==> src/rtl/gpio_pad_pkg.sv <==
package gpio_pad_pkg;
  typedef enum logic [2:0] {
    FN_SRC   = 3'd0,
    FN_OE    = 3'd1,
    FN_OUT   = 3'd2,
    FN_IINV  = 3'd3,
    FN_OINV  = 3'd4,
    FN_OD    = 3'd5,
    FN_PRIO  = 3'd6,
    FN_INPUT = 3'd7
  } gpio_fn_e;

  localparam int NUM_CTL_FN = 7;
  localparam int ADDR_W     = 6;
endpackage

==> src/rtl/gpio_ctl_bank.sv <==
module gpio_ctl_bank
  import gpio_pad_pkg::*;
#(
  parameter int NPORT = 9,
  parameter int PW    = 8,
  localparam int NPIN = NPORT * PW
) (
  input  logic              clk,
  input  logic              rst_n,
  input  logic              we,
  input  logic [ADDR_W-1:0] addr,
  input  logic [31:0]       wdata,
  input  logic [NPIN-1:0]   in_val,
  output logic [31:0]       rdata,
  output logic [NUM_CTL_FN-1:0][NPIN-1:0] ctl
);
  localparam int PINS_PER_CW = 2 * PW;
  localparam int PINS_PER_IW = 4 * PW;
  localparam int NCW = (NPIN + PINS_PER_CW - 1) / PINS_PER_CW;
  localparam int NIW = (NPIN + PINS_PER_IW - 1) / PINS_PER_IW;
  localparam logic [NPIN-1:0] PRIO_RST = {{(NPIN-PW){1'b0}}, {PW{1'b1}}};

  logic [NUM_CTL_FN-1:0][NPIN-1:0] ctl_q, ctl_d;
  logic [2:0] fn_sel, word_sel;
  logic       ctl_we;

  assign fn_sel   = addr[5:3];
  assign word_sel = addr[2:0];
  assign ctl_we   = we && (fn_sel != FN_INPUT) && (int'(word_sel) < NCW);

  // next state: masked bit update
  always_comb begin
    ctl_d = ctl_q;
    for (int f = 0; f < NUM_CTL_FN; f++) begin
      for (int p = 0; p < NPIN; p++) begin
        if (ctl_we && int'(fn_sel) == f && int'(word_sel) == p / PINS_PER_CW
            && wdata[16 + (p % PINS_PER_CW)]) begin
          ctl_d[f][p] = wdata[p % PINS_PER_CW];
        end
      end
    end
  end

  always_ff @(posedge clk or negedge rst_n) begin
    if (!rst_n) begin
      ctl_q        <= '0;
      ctl_q[FN_PRIO] <= PRIO_RST;
    end else if (ctl_we) begin
      ctl_q <= ctl_d;
    end
  end

  assign ctl = ctl_q;

  // read path
  always_comb begin
    logic [NCW*PINS_PER_CW-1:0] cpad;
    logic [NIW*PINS_PER_IW-1:0] ipad;
    cpad = '0;
    ipad = '0;
    rdata = '0;
    if (fn_sel == FN_INPUT) begin
      ipad[NPIN-1:0] = in_val;
      if (int'(word_sel) < NIW) rdata = ipad[int'(word_sel)*PINS_PER_IW +: PINS_PER_IW];
    end else begin
      cpad[NPIN-1:0] = ctl_q[fn_sel];
      if (int'(word_sel) < NCW) rdata[15:0] = cpad[int'(word_sel)*PINS_PER_CW +: PINS_PER_CW];
    end
  end

  p_hold_idle_r1: assert property (@(posedge clk) disable iff (!rst_n)
    !we |=> $stable(ctl_q));
  p_empty_mask_r1: assert property (@(posedge clk) disable iff (!rst_n)
    (we && wdata[31:16] == 16'h0) |=> $stable(ctl_q));
  p_ro_ignore_r9: assert property (@(posedge clk) disable iff (!rst_n)
    (we && addr[5:3] == 3'd7) |=> $stable(ctl_q));
endmodule

==> src/rtl/gpio_in_sync.sv <==
module gpio_in_sync #(
  parameter int NPIN = 72
) (
  input  logic            clk,
  input  logic            rst_n,
  input  logic [NPIN-1:0] raw,
  output logic [NPIN-1:0] synced
);
  logic [NPIN-1:0] meta_q, sync_q;

  always_ff @(posedge clk or negedge rst_n) begin
    if (!rst_n) begin
      meta_q <= '0;
      sync_q <= '0;
    end else begin
      meta_q <= raw;
      sync_q <= meta_q;
    end
  end

  assign synced = sync_q;

  p_two_stage_r8: assert property (@(posedge clk) disable iff (!rst_n)
    1'b1 |=> (sync_q == $past(meta_q)));
endmodule

==> src/rtl/gpio_pin_mux.sv <==
module gpio_pin_mux #(
  parameter int NPIN = 72
) (
  input  logic            clk,
  input  logic            rst_n,
  input  logic [NPIN-1:0] src,
  input  logic [NPIN-1:0] oe,
  input  logic [NPIN-1:0] out,
  input  logic [NPIN-1:0] oinv,
  input  logic [NPIN-1:0] od,
  input  logic [NPIN-1:0] prio,
  input  logic [NPIN-1:0] proc_do,
  input  logic [NPIN-1:0] proc_oe,
  input  logic [NPIN-1:0] periph_do,
  input  logic [NPIN-1:0] periph_oe,
  output logic [NPIN-1:0] pad_do,
  output logic [NPIN-1:0] pad_oe
);
  for (genvar p = 0; p < NPIN; p++) begin : g_pin
    logic val, g_do, g_oe;
    always_comb begin
      val = out[p] ^ oinv[p];
      if (od[p]) begin
        g_do = 1'b0;
        g_oe = ~val;
      end else begin
        g_do = val;
        g_oe = oe[p];
      end
      if (!prio[p]) begin
        pad_do[p] = periph_do[p];
        pad_oe[p] = periph_oe[p];
      end else if (!src[p]) begin
        pad_do[p] = proc_do[p];
        pad_oe[p] = proc_oe[p];
      end else begin
        pad_do[p] = g_do;
        pad_oe[p] = g_oe;
      end
    end
  end

  p_od_never_high_r5: assert property (@(posedge clk) disable iff (!rst_n)
    ((pad_oe & pad_do & od & prio & src) == '0));
  p_periph_owns_r6: assert property (@(posedge clk) disable iff (!rst_n)
    ((~prio & ((pad_do ^ periph_do) | (pad_oe ^ periph_oe))) == '0));
  p_proc_owns_r7: assert property (@(posedge clk) disable iff (!rst_n)
    ((prio & ~src & ((pad_do ^ proc_do) | (pad_oe ^ proc_oe))) == '0));
endmodule

==> src/rtl/gpio_pad_ctrl.sv <==
module gpio_pad_ctrl
  import gpio_pad_pkg::*;
#(
  parameter int NPORT = 9,
  parameter int PW    = 8,
  localparam int NPIN = NPORT * PW
) (
  input  logic              clk,
  input  logic              rst_n,
  input  logic              bus_we,
  input  logic [ADDR_W-1:0] bus_addr,
  input  logic [31:0]       bus_wdata,
  output logic [31:0]       bus_rdata,
  input  logic [NPIN-1:0]   pad_in,
  input  logic [NPIN-1:0]   proc_do,
  input  logic [NPIN-1:0]   proc_oe,
  input  logic [NPIN-1:0]   periph_do,
  input  logic [NPIN-1:0]   periph_oe,
  output logic [NPIN-1:0]   pad_do,
  output logic [NPIN-1:0]   pad_oe,
  output logic [NPIN-1:0]   gpio_in
);
  logic [NUM_CTL_FN-1:0][NPIN-1:0] ctl;
  logic [NPIN-1:0] synced;

  gpio_in_sync #(.NPIN(NPIN)) u_sync (
    .clk(clk), .rst_n(rst_n), .raw(pad_in), .synced(synced)
  );

  assign gpio_in = synced ^ ctl[FN_IINV];

  gpio_ctl_bank #(.NPORT(NPORT), .PW(PW)) u_bank (
    .clk(clk), .rst_n(rst_n), .we(bus_we), .addr(bus_addr),
    .wdata(bus_wdata), .in_val(gpio_in), .rdata(bus_rdata), .ctl(ctl)
  );

  gpio_pin_mux #(.NPIN(NPIN)) u_mux (
    .clk(clk), .rst_n(rst_n),
    .src(ctl[FN_SRC]), .oe(ctl[FN_OE]), .out(ctl[FN_OUT]),
    .oinv(ctl[FN_OINV]), .od(ctl[FN_OD]), .prio(ctl[FN_PRIO]),
    .proc_do(proc_do), .proc_oe(proc_oe),
    .periph_do(periph_do), .periph_oe(periph_oe),
    .pad_do(pad_do), .pad_oe(pad_oe)
  );
endmodule

==> config.mk <==
export PLATFORM = sky130hd
export DESIGN_NAME = gpio_pad_ctrl
export DESIGN_NICKNAME = d
export VERILOG_FILES = /design/src/rtl/gpio_pad_pkg.sv /design/src/rtl/gpio_ctl_bank.sv /design/src/rtl/gpio_in_sync.sv /design/src/rtl/gpio_pin_mux.sv /design/src/rtl/gpio_pad_ctrl.sv
export SDC_FILE = /design/constraint.sdc
export NUM_CORES = 2
export LEC_CHECK = 0
export ABC_AREA = 1
export CELL_PAD_IN_SITES_DETAIL_PLACEMENT = 1
export CELL_PAD_IN_SITES_GLOBAL_PLACEMENT = 2
export CORE_MARGIN = 5
export CORE_UTILIZATION = 30
export DETAILED_ROUTE_END_ITERATION = 7
export PLACE_DENSITY = 0.78
export RECOVER_POWER = 100
export SLEW_MARGIN = 10
export SYNTH_ARGS = -nofsm -noshare
export SYNTH_HDL_FRONTEND = slang
export SYNTH_SLANG_ARGS = --single-unit
==> constraint.sdc <==
create_clock -name clk -period 2.3 [get_ports clk]
set_clock_uncertainty 0.05 [all_clocks]
set_input_delay 0.23 -clock clk [delete_from_list [all_inputs] [get_ports clk]]
set_output_delay 0.23 -clock clk [all_outputs]
set_load 0.02 [all_outputs]
==> flow_metrics.tcl <==
set metrics [dict create \
    synthCells 4702 \
    grt_usage 0.2919 \
    min_from "bus_wdata[16]" \
    finalWorstSetupSlack_ns -0.1277 \
    die_w_um 349.6 \
    grt_pass1_vias 38590 \
    startpoint_type "flop" \
    nets 6175 \
    sw_frac_of_total 0.3089 \
    start_util 0.3022 \
    numCtsBuffers 81 \
    viasPerCell 5.189 \
    setup_violations 244 \
    worstMarginPinSlew_ns 1.847 \
    antenna_found_initial 5 \
    timing.final.max_slew_violations 43 \
    grt_max_degree 76 \
    ys_ff_latch 648 \
    p_int_uw 22630 \
    firstDrtPassIters 5 \
    layout_commonest_cell "nand2_1" \
    max_freq_mhz 411.9 \
    die_y_um 349.6 \
    finish.instance_area_um2 50280 \
    seq_power_share 0.397 \
    drc 0 \
    wl_per_cell_um 25.29 \
    period_minus_slack_ns 2.428 \
    final_cell_mix "1332 x nand2_1, 610 x dfrtp_1, 466 x nor2_1" \
    cts_tree "built" \
    status "complete, but fails checks" \
    critPathMaxFanout 2 \
    place_ws_ns -0.8169 \
    wirelength_um 185800 \
    port_buffers 648 \
    ir_worst_vdd_mv 0.5288 \
    drt_iter0_markers 2933 \
    avgSynthCellArea_um2 7.360 \
    drtAntennaViolNets 0 \
    drive_above_1_share 0.1875 \
    pwr-share-clk 0.400 \
    place_hpwl_um 137100 \
    endpoint_kind "output pin" \
    fin_cells 7349 \
    cts.clk_slew.worst_paths_ns 0.06 \
    num_rows 124 \
    crit_type "flop to output pin" \
    fin_setup_tns_ns -10.73 \
    grt.overflow.total 0 \
    dp_cells 7022 \
    power_density_nw_per_um2 651.3 \
    area.growth.synth_to_final_pct 45.31 \
    max-cap-violations 1 \
    p_switching_uw 10120 \
    synth_area_um2 34600 \
    cp_data_required_time_ns 2.02 \
    clockRootBuffer "clkbuf_16" \
    gp_congestion 0.8859 \
    dpl-instance-area_um2 46380 \
    hold_viol 0 \
    yosysWarnings 0 \
    synth_cell_types 34 \
    min_path_type "input port to flop" \
    vias 38140 \
    die_area_um2 122200 \
    rr_worst_depth 3 \
    cp.arrival_ns 2.15 \
    fin_util 0.4392 \
    htree_levels 3 \
    yosysSeqAreaShare 0.4689 \
    min_path_cells 2 \
    cts.sinks 648 \
    r2r-end "u_bank.ctl[437]" \
    core_um2 114500 \
    violations "max-capacitance violations, max-slew violations, negative setup slack" \
    whs_endpoint "u_bank.ctl[136]" \
    io_pins 649 \
    grt_pass1_wl_um 265700 \
    ff2ff_setup_slack_ns 1.21 \
    clockBufferDepth 3 \
    syn_nets 5103 \
    rsz0062_at_grt "yes" \
    slew-limit-headroom -0.2310 \
    min_period_over_period 1.056 \
    p_comb_frac 0.203 \
    leakage_uw 0.02184 \
    clk_latency_ns 0.65 \
    r2r_start "u_bank.ctl[437]" \
]
-- what timing repair did --
| item | in CTS | in global routing |
|---|---|---|
| gates resized for setup | 736 | 333 |
| gates cloned | 0 | 1 |
| setup buffers | 31 | 79 |
| endpoints found under the hold margin | 408 | 0 |
| setup endpoints to repair | 227 | 128 |
| pin swaps | 76 | 99 |
| hold buffers | 72 | 0 |
-- layout make-up --
class,instances,area [um^2]
Fill cell,13890,64220
Clock buffer,117,2367
Tap cell,1512,1892
Clock inverter,28,282.8
Multi-Input combinational cell,3448,16890
Inverter,364,1384
Sequential cell,648,16260
Timing Repair Buffer,1231,11210
Antenna cell,1,2.502
-- logic make-up (layout without fill, tap and decap cells) --
kind of cell	Yosys count	in the layout	synth area share
AND/OR/NAND/NOR	2153	2153	0.2516
AO/OA/AOI/OAI	1156	1156	0.1750
flip-flops	648	648	0.4689
buffers and inverters	606	1740	0.06931
XOR/XNOR	139	139	0.03518
other	0	1	0
-- critical path, stage by stage (launching register included) --
cell and delay, ns:
dfrtp_1 0.35, clkbuf_1 0.31, xnor2_1 0.16, inv_1 0.08, o21ai_0 0.16, nor3_1 0.06
nor2_1 0.16, nand2_2 0.07, buf_6 0.13
-- worst max path at each step --
stage,start,depth (start not counted),endpoint,slack [ns]
finish,u_bank.ctl[216],8,bus_rdata[0],-0.13
global route,u_bank.ctl[264],10,bus_rdata[0],-0.18
CTS,u_bank.ctl[250],7,bus_rdata[2],-0.16
detailed placement,bus_addr[0],12,bus_rdata[15],-0.82
global placement,bus_addr[0],12,bus_rdata[15],-0.82
floorplan,bus_addr[3],8,bus_rdata[17],0.34
-- state kept, by name, summed over array words and instances (netlist names) --
signal / flops
u_bank.ctl: 504
u_sync.meta_q: 72
u_sync.synced: 72
-- routing by layer --
layer | wire (um) | share of wire | GRT usage | up-vias
li1 | - | - | - | 17470
met5 | 13 | 0.000070 | 0 | -
met2 | 89170 | 0.48 | 0.4962 | 1258
met4 | 5762 | 0.031 | 0.07969 | 2
met1 | 79250 | 0.43 | 0.3835 | 19170
met3 | 11640 | 0.063 | 0.05349 | 238
-- cells in the mapped netlist, drive strengths merged --
master | count | area share
dfstp | 8 | 0.0061
inv | 359 | 0.039
nand3 | 186 | 0.027
nand2 | 1409 | 0.15
a31oi | 190 | 0.034
nor4 | 2 | 0.00036
nor2 | 515 | 0.063
or2 | 5 | 0.00090
a21oi | 485 | 0.070
o22ai | 6 | 0.0011
buf | 90 | 0.013
o21ai | 468 | 0.068
xnor2 | 111 | 0.028
xor2 | 28 | 0.0071
dfrtp | 640 | 0.46
o211ai | 1 | 0.00022
o21a | 1 | 0.00043
a22oi | 4 | 0.00087
nor3 | 13 | 0.0022
clkbuf | 152 | 0.016
clkinv | 5 | 0.00054
nand4 | 23 | 0.0042
o21bai | 1 | 0.00022
-- power by group through the flow --
stage	Combinational [uW]	Clock [uW]	Sequential [uW]
2_1_floorplan	2840	0	12900
3_5_place_dp	6380	0	13200
5_1_grt	7130	13800	13100
3_3_place_gp	6290	0	13100
6_report	6640	13100	13000
4_1_cts	6530	13300	13000
-- per-stage QoR --
step	total power [uW]	hold slack, ns
2_1_floorplan	15760	-0.1156
3_3_place_gp	19420	0.1647
3_5_place_dp	19540	0.1675
4_1_cts	32850	0.005922
5_1_grt	34000	0.04285
6_report	32750	0.06791
Power figures use the tool's default switching activity.
